--- src/rtl/raster_pkg.sv ---
package raster_pkg;

    // Output qualifiers, registered together so they stay aligned with x/y.
    typedef struct packed {
        logic hsync_n;
        logic csync_n;
        logic pix;
        logic fetch;
    } raster_flags_t;

    localparam raster_flags_t FLAGS_IDLE = '{hsync_n: 1'b1, csync_n: 1'b1, pix: 1'b0, fetch: 1'b0};

    // True when v lies in [lo, lo+len).
    function automatic logic in_span(input int unsigned v, input int unsigned lo,
                                     input int unsigned len);
        return (v >= lo) && (v < lo + len);
    endfunction

endpackage

--- src/rtl/raster_counter.sv ---
module raster_counter #(
    parameter int unsigned H_TOTAL = 1024,
    parameter int unsigned V_TOTAL = 312
) (
    input  logic                       clk,
    input  logic                       rst,
    output logic [$clog2(H_TOTAL)-1:0] pos_x,
    output logic [$clog2(V_TOTAL)-1:0] pos_y
);
    localparam int unsigned XW = $clog2(H_TOTAL);
    localparam int unsigned YW = $clog2(V_TOTAL);
    localparam logic [XW-1:0] X_LAST = XW'(H_TOTAL - 1);
    localparam logic [YW-1:0] Y_LAST = YW'(V_TOTAL - 1);

    always_ff @(posedge clk) begin
        if (rst) begin
            pos_x <= '0;
            pos_y <= '0;
        end else if (pos_x == X_LAST) begin
            pos_x <= '0;
            pos_y <= (pos_y == Y_LAST) ? '0 : pos_y + YW'(1);
        end else begin
            pos_x <= pos_x + XW'(1);
        end
    end

    AST_X_STEP: assert property (@(posedge clk) disable iff (rst)
        pos_x != X_LAST |=> pos_x == $past(pos_x) + XW'(1) && pos_y == $past(pos_y));
    AST_LINE_WRAP: assert property (@(posedge clk) disable iff (rst)
        pos_x == X_LAST && pos_y != Y_LAST |=> pos_x == '0 && pos_y == $past(pos_y) + YW'(1));
    AST_FRAME_WRAP: assert property (@(posedge clk) disable iff (rst)
        pos_x == X_LAST && pos_y == Y_LAST |=> pos_x == '0 && pos_y == '0);

endmodule

--- src/rtl/raster_sync_decode.sv ---
module raster_sync_decode #(
    parameter int unsigned H_TOTAL        = 1024,
    parameter int unsigned V_TOTAL        = 312,
    parameter int unsigned HSYNC_LEN      = 75,
    parameter int unsigned VSYNC_END_LINE = 2,
    parameter int unsigned VSYNC_END_X    = H_TOTAL / 2
) (
    input  logic [$clog2(H_TOTAL)-1:0] pos_x,
    input  logic [$clog2(V_TOTAL)-1:0] pos_y,
    output logic                       hsync_n,
    output logic                       csync_n
);
    logic in_vsync;

    always_comb begin
        hsync_n  = !(32'(pos_x) < HSYNC_LEN);
        // Vertical interval ends part-way along its last line.
        in_vsync = (32'(pos_y) < VSYNC_END_LINE) ||
                   ((32'(pos_y) == VSYNC_END_LINE) && (32'(pos_x) < VSYNC_END_X));
        csync_n  = !in_vsync;
    end

endmodule

--- src/rtl/raster_window_decode.sv ---
module raster_window_decode import raster_pkg::*; #(
    parameter int unsigned H_TOTAL    = 1024,
    parameter int unsigned V_TOTAL    = 312,
    parameter int unsigned PIX_X0     = 264,
    parameter int unsigned PIX_W      = 640,
    parameter int unsigned PIX_Y0     = 38,
    parameter int unsigned PIX_H      = 256,
    parameter int unsigned FETCH_LEAD = 8
) (
    input  logic [$clog2(H_TOTAL)-1:0] pos_x,
    input  logic [$clog2(V_TOTAL)-1:0] pos_y,
    output logic                       pix,
    output logic                       fetch
);
    logic line_ok;

    assign line_ok = in_span(32'(pos_y), PIX_Y0, PIX_H);
    assign pix     = line_ok && in_span(32'(pos_x), PIX_X0, PIX_W);

    generate
        if (FETCH_LEAD == 0) begin : g_no_lead
            assign fetch = pix;
        end else begin : g_lead
            assign fetch = line_ok && in_span(32'(pos_x), PIX_X0 - FETCH_LEAD, PIX_W);
        end
    endgenerate

endmodule

--- src/rtl/raster_timing_gen.sv ---
module raster_timing_gen import raster_pkg::*; #(
    parameter int unsigned H_TOTAL        = 1024,
    parameter int unsigned V_TOTAL        = 312,
    parameter int unsigned HSYNC_LEN      = 75,
    parameter int unsigned VSYNC_END_LINE = 2,
    parameter int unsigned VSYNC_END_X    = H_TOTAL / 2,
    parameter int unsigned PIX_X0         = 264,
    parameter int unsigned PIX_W          = 640,
    parameter int unsigned PIX_Y0         = 38,
    parameter int unsigned PIX_H          = 256,
    parameter int unsigned FETCH_LEAD     = 8
) (
    input  logic                       clk,
    input  logic                       rst,
    output logic                       hsync_n,
    output logic                       csync_n,
    output logic [$clog2(H_TOTAL)-1:0] x,
    output logic [$clog2(V_TOTAL)-1:0] y,
    output logic                       pix_active,
    output logic                       fetch_active
);
    localparam int unsigned XW = $clog2(H_TOTAL);
    localparam int unsigned YW = $clog2(V_TOTAL);

    logic [XW-1:0] pos_x;
    logic [YW-1:0] pos_y;
    raster_flags_t next_flags;
    raster_flags_t flags_q;

    raster_counter #(.H_TOTAL(H_TOTAL), .V_TOTAL(V_TOTAL)) u_cnt (
        .clk   (clk),
        .rst   (rst),
        .pos_x (pos_x),
        .pos_y (pos_y)
    );

    raster_sync_decode #(
        .H_TOTAL(H_TOTAL), .V_TOTAL(V_TOTAL), .HSYNC_LEN(HSYNC_LEN),
        .VSYNC_END_LINE(VSYNC_END_LINE), .VSYNC_END_X(VSYNC_END_X)
    ) u_sync (
        .pos_x   (pos_x),
        .pos_y   (pos_y),
        .hsync_n (next_flags.hsync_n),
        .csync_n (next_flags.csync_n)
    );

    raster_window_decode #(
        .H_TOTAL(H_TOTAL), .V_TOTAL(V_TOTAL), .PIX_X0(PIX_X0), .PIX_W(PIX_W),
        .PIX_Y0(PIX_Y0), .PIX_H(PIX_H), .FETCH_LEAD(FETCH_LEAD)
    ) u_win (
        .pos_x (pos_x),
        .pos_y (pos_y),
        .pix   (next_flags.pix),
        .fetch (next_flags.fetch)
    );

    // Output stage: position and its flags move together.
    always_ff @(posedge clk) begin
        if (rst) begin
            x       <= '0;
            y       <= '0;
            flags_q <= FLAGS_IDLE;
        end else begin
            x       <= pos_x;
            y       <= pos_y;
            flags_q <= next_flags;
        end
    end

    assign hsync_n      = flags_q.hsync_n;
    assign csync_n      = flags_q.csync_n;
    assign pix_active   = flags_q.pix;
    assign fetch_active = flags_q.fetch;

    AST_HS_FALL: assert property (@(posedge clk) disable iff (rst)
        $fell(hsync_n) |-> x == '0);
    AST_HS_RISE: assert property (@(posedge clk) disable iff (rst)
        $rose(hsync_n) |-> x == XW'(HSYNC_LEN));
    AST_VS_FALL: assert property (@(posedge clk) disable iff (rst)
        $fell(csync_n) |-> x == '0 && y == '0);
    AST_VS_RISE: assert property (@(posedge clk) disable iff (rst)
        $rose(csync_n) |-> x == XW'(VSYNC_END_X) && y == YW'(VSYNC_END_LINE));
    AST_PIX_OPEN: assert property (@(posedge clk) disable iff (rst)
        $rose(pix_active) |-> x == XW'(PIX_X0));
    AST_PIX_LINES: assert property (@(posedge clk) disable iff (rst)
        pix_active |-> 32'(y) >= PIX_Y0 && 32'(y) < PIX_Y0 + PIX_H);
    AST_FETCH_OPEN: assert property (@(posedge clk) disable iff (rst)
        $rose(fetch_active) |-> x == XW'(PIX_X0 - FETCH_LEAD));

endmodule

--- config.mk ---
export PLATFORM = sky130hd
export DESIGN_NAME = raster_timing_gen
export DESIGN_NICKNAME = d
export VERILOG_FILES = /design/src/rtl/raster_pkg.sv /design/src/rtl/raster_counter.sv /design/src/rtl/raster_sync_decode.sv /design/src/rtl/raster_window_decode.sv /design/src/rtl/raster_timing_gen.sv
export SDC_FILE = /design/constraint.sdc
export NUM_CORES = 1
export LEC_CHECK = 0
export BUFFER_PORTS_ARGS = -buffer_cell sky130_fd_sc_hd__buf_2
export CAP_MARGIN = 20
export CELL_PAD_IN_SITES_DETAIL_PLACEMENT = 0
export CELL_PAD_IN_SITES_GLOBAL_PLACEMENT = 1
export CORE_MARGIN = 4
export CORE_UTILIZATION = 31
export CTS_BUF_LIST = sky130_fd_sc_hd__clkbuf_4 sky130_fd_sc_hd__clkbuf_8
export DETAILED_ROUTE_END_ITERATION = 10
export GPL_ROUTABILITY_DRIVEN = 0
export PLACE_DENSITY = 0.63
export SYNTH_ARGS = -nofsm -noshare
export SYNTH_HDL_FRONTEND = slang
export SYNTH_SLANG_ARGS = --single-unit
--- constraint.sdc ---
create_clock -name clk -period 2.3 [get_ports clk]
set_input_delay 0.46 -clock clk [delete_from_list [all_inputs] [get_ports clk]]
set_output_delay 0.46 -clock clk [all_outputs]
set_load 0.005 [all_outputs]
==> out/metrics.csv <==
metric,value,unit
Final period util,82.8,%
Post-synth EDFFs,0,
placed instance count,261,
initial antenna violation count,0,
Flop pwr share,58.6,%
core outline area,5140,um^2
Routed wire per std cell,12.1,um
Max clock buf depth,2,
Die Width,81.2,um
vias per inst,4.65,
Clock power frac,39.0,%
Async SR Flop Fraction,0,%
DRT Pass-1 Iters,4,
Final Instance Area,1910,um^2
TritonCTS clock tree,yes,
buffers added on ports,24,
CP endpoint kind,register,
CTS root buf,clkbuf_8,
Synth Instances,177,
total grt overflow,0,
"Top FF cell, synth",dfxtp_1,
RSZ-0062 raised after global routing,no,
largest net degree at the start of global routing,43,
Final nets,204,
Slew Limit Fails,0,
Num CTS Buffers,5,
Comb power frac,2.4,%
Sequential Area,841,um^2
layout filler cell count,554,
die footprint,6590,um^2
Skew-Pair Late Insertion Delay,0.29,ns
"Max FO, Critical Path",9,
leakage,0.785,nW
Synth cell types,41,
synthesized flop and latch total,42,
Max Cap Viol,0,
Starting Density,32.3,%
fin util,37.1,%
GRT Total Usage,11.2,%
Fin Clk Skew,0.00508,ns
Sw Pwr,0.266,mW
P_int,1.00,mW
worst rel slew slack,53.3,%
n_diodes,0,
initial DRC count,138,
Setup TNS,0,ns
Setup Buffers After CTS,0,
switch share,21.0,%
FMAX,525,MHz
CTS resizes,0,
Multi-input gate area,728,um^2
synthesized area,1660,um^2
HP Class,register to register,
fin crit period,1.90,ns
share of layout cells above drive strength 1,17.6,%
Worst-Margin Slew,0.701,ns
sequential area share after synthesis,50.6,%
Post-CTS Hold Buffers,0,
DPL Wire Length,2.24,mm
placed standard-cell area,1810,um^2
die height,81.2,um
pwr dens,663,nW/um^2
synthesized area per cell,9.38,um^2
Crit Path Class,register to register,
Required @ worst endpoint,2.52,ns
YS warnings,0,
std cell rows,26,
global-route wire length before repair,5.64,mm
Post-DRT Antenna Nets,0,
CP arrival,2.12,ns
number of global-route vias before repair,1221,
DRC Markers,0,
Peak VDD IR,0.219,mV
Clock transition at path regs,0.08,ns
DR vias,1251,
Synth Net Count,183,
status,finished clean,
drt total wl,3.26,mm
Final Hold Fails,0,
H-tree levels,2,
"Setup violations, final",0,
area grow syn2layout,15.0,%
clock sinks,42,
I/O pin count,25,
Startpoint Class,register,
Non-Filler Instances,269,
-- worst max-delay path, cell delays in order (launching register included) --
cell	delay, ns
dfxtp_1	0.39
ha_1	0.22
and3_1	0.37
nand3_4	0.17
or4_1	0.53
a21oi_1	0.14
-- layer usage --
layer  track usage, %  vias up  part of all wire (%)
met1             13.7      561                    47
met2             17.4       32                    45
li1                 -      652                     -
met4             5.74        0                   1.9
met5                0        -                     0
met3             3.99        6                   6.2
-- cells in the mapped netlist, drive strengths merged (3+ instances only) --
cell type	instances	area share [%]
a21oi	5	1.5
nand3	11	4.1
nor3	6	1.8
o31ai	3	1.4
dfxtp	42	51
and3	6	2.3
nand2	8	1.8
nor2	19	4.3
o32ai	3	1.6
buf	9	3.2
ha	4	3.0
or3	4	1.5
xor2	4	2.1
a21o	3	1.4
inv	8	1.8
xnor2	4	2.1
nor2b	11	4.1
o21ai	3	0.90
-- layout make-up --
type | count | area share [%]
Inverter | 8 | 1.57
Sequential cell | 42 | 44.0
Multi-Input combinational cell | 116 | 38.1
Clock inverter | 1 | 0.262
Timing Repair Buffer | 25 | 6.68
Clock buffer | 7 | 4.72
Tap cell | 70 | 4.59
-- cell usage in the layout (no fill, tap or decap), types with 3 or more instances in the layout --
master,synthesis,final
buf_2,4,24
nand3_1,10,10
nand2_1,8,8
dfxtp_1,42,42
o32ai_1,3,3
nor3_1,6,6
o21ai_0,3,3
nor2_1,19,19
a21oi_1,5,5
xor2_1,4,4
inv_1,8,8
o31ai_1,3,3
nor2b_1,11,11
or3_1,4,4
clkbuf_8,0,6
and3_1,6,6
a21o_1,3,3
ha_1,4,4
xnor2_1,4,4
-- per-stage QoR --
step | power (mW) | hold WS (ns) | setup WS [ns]
after CTS | 1.29 | 0.506 | 0.388
after global placement | 0.790 | 0.484 | 0.469
final | 1.27 | 0.496 | 0.396
after global routing | 1.33 | 0.535 | 0.261
after detailed placement | 0.790 | 0.496 | 0.421
after floorplan | 0.779 | 0.457 | 0.648
-- final timing paths --
path | slack (ns) | endpoint | from | cells past startpoint
worst max-delay path | 0.40 | u_cnt.pos_y[7]$_SDFFE_PP0N_ | u_cnt.pos_x[0]$_SDFF_PP0_ | 5
worst max register to register | 0.40 | u_cnt.pos_y[7]$_SDFFE_PP0N_ | u_cnt.pos_x[0]$_SDFF_PP0_ | 5
worst min register to register | 0.50 | x[1]$_SDFF_PP0_ | u_cnt.pos_x[1]$_SDFF_PP0_ | 2
worst min-delay path | 0.50 | x[1]$_SDFF_PP0_ | u_cnt.pos_x[1]$_SDFF_PP0_ | 2
-- flip-flops by register name (all words and copies together) (netlist names) --
signal / cells
pix_active: 1
y: 9
u_cnt.pos_y: 9
hsync_n: 1
x: 10
u_cnt.pos_x: 10
csync_n: 1
fetch_active: 1
-- power by group through the flow --
stage,Clock [mW],Combinational [mW],Sequential (mW)
after global routing,0.550,0.0353,0.743
after global placement,0,0.0313,0.758
final,0.494,0.0305,0.742
after floorplan,0,0.0207,0.759
after CTS,0.513,0.0318,0.742
after detailed placement,0,0.0317,0.759
-- cell families (layout without fill, tap and decap cells) --
logic type | after synthesis | in the layout | share of synthesized area [%]
flip-flops | 42 | 42 | 50.6
AND/OR/NAND/NOR | 78 | 78 | 25.5
adder cells (fa/ha/maj) | 4 | 4 | 3.01
AO/OA/AOI/OAI | 26 | 26 | 11.2
XOR/XNOR | 8 | 8 | 4.22
buffers and inverters | 19 | 41 | 5.50
Note: power is estimated with default switching activity, not from simulation.
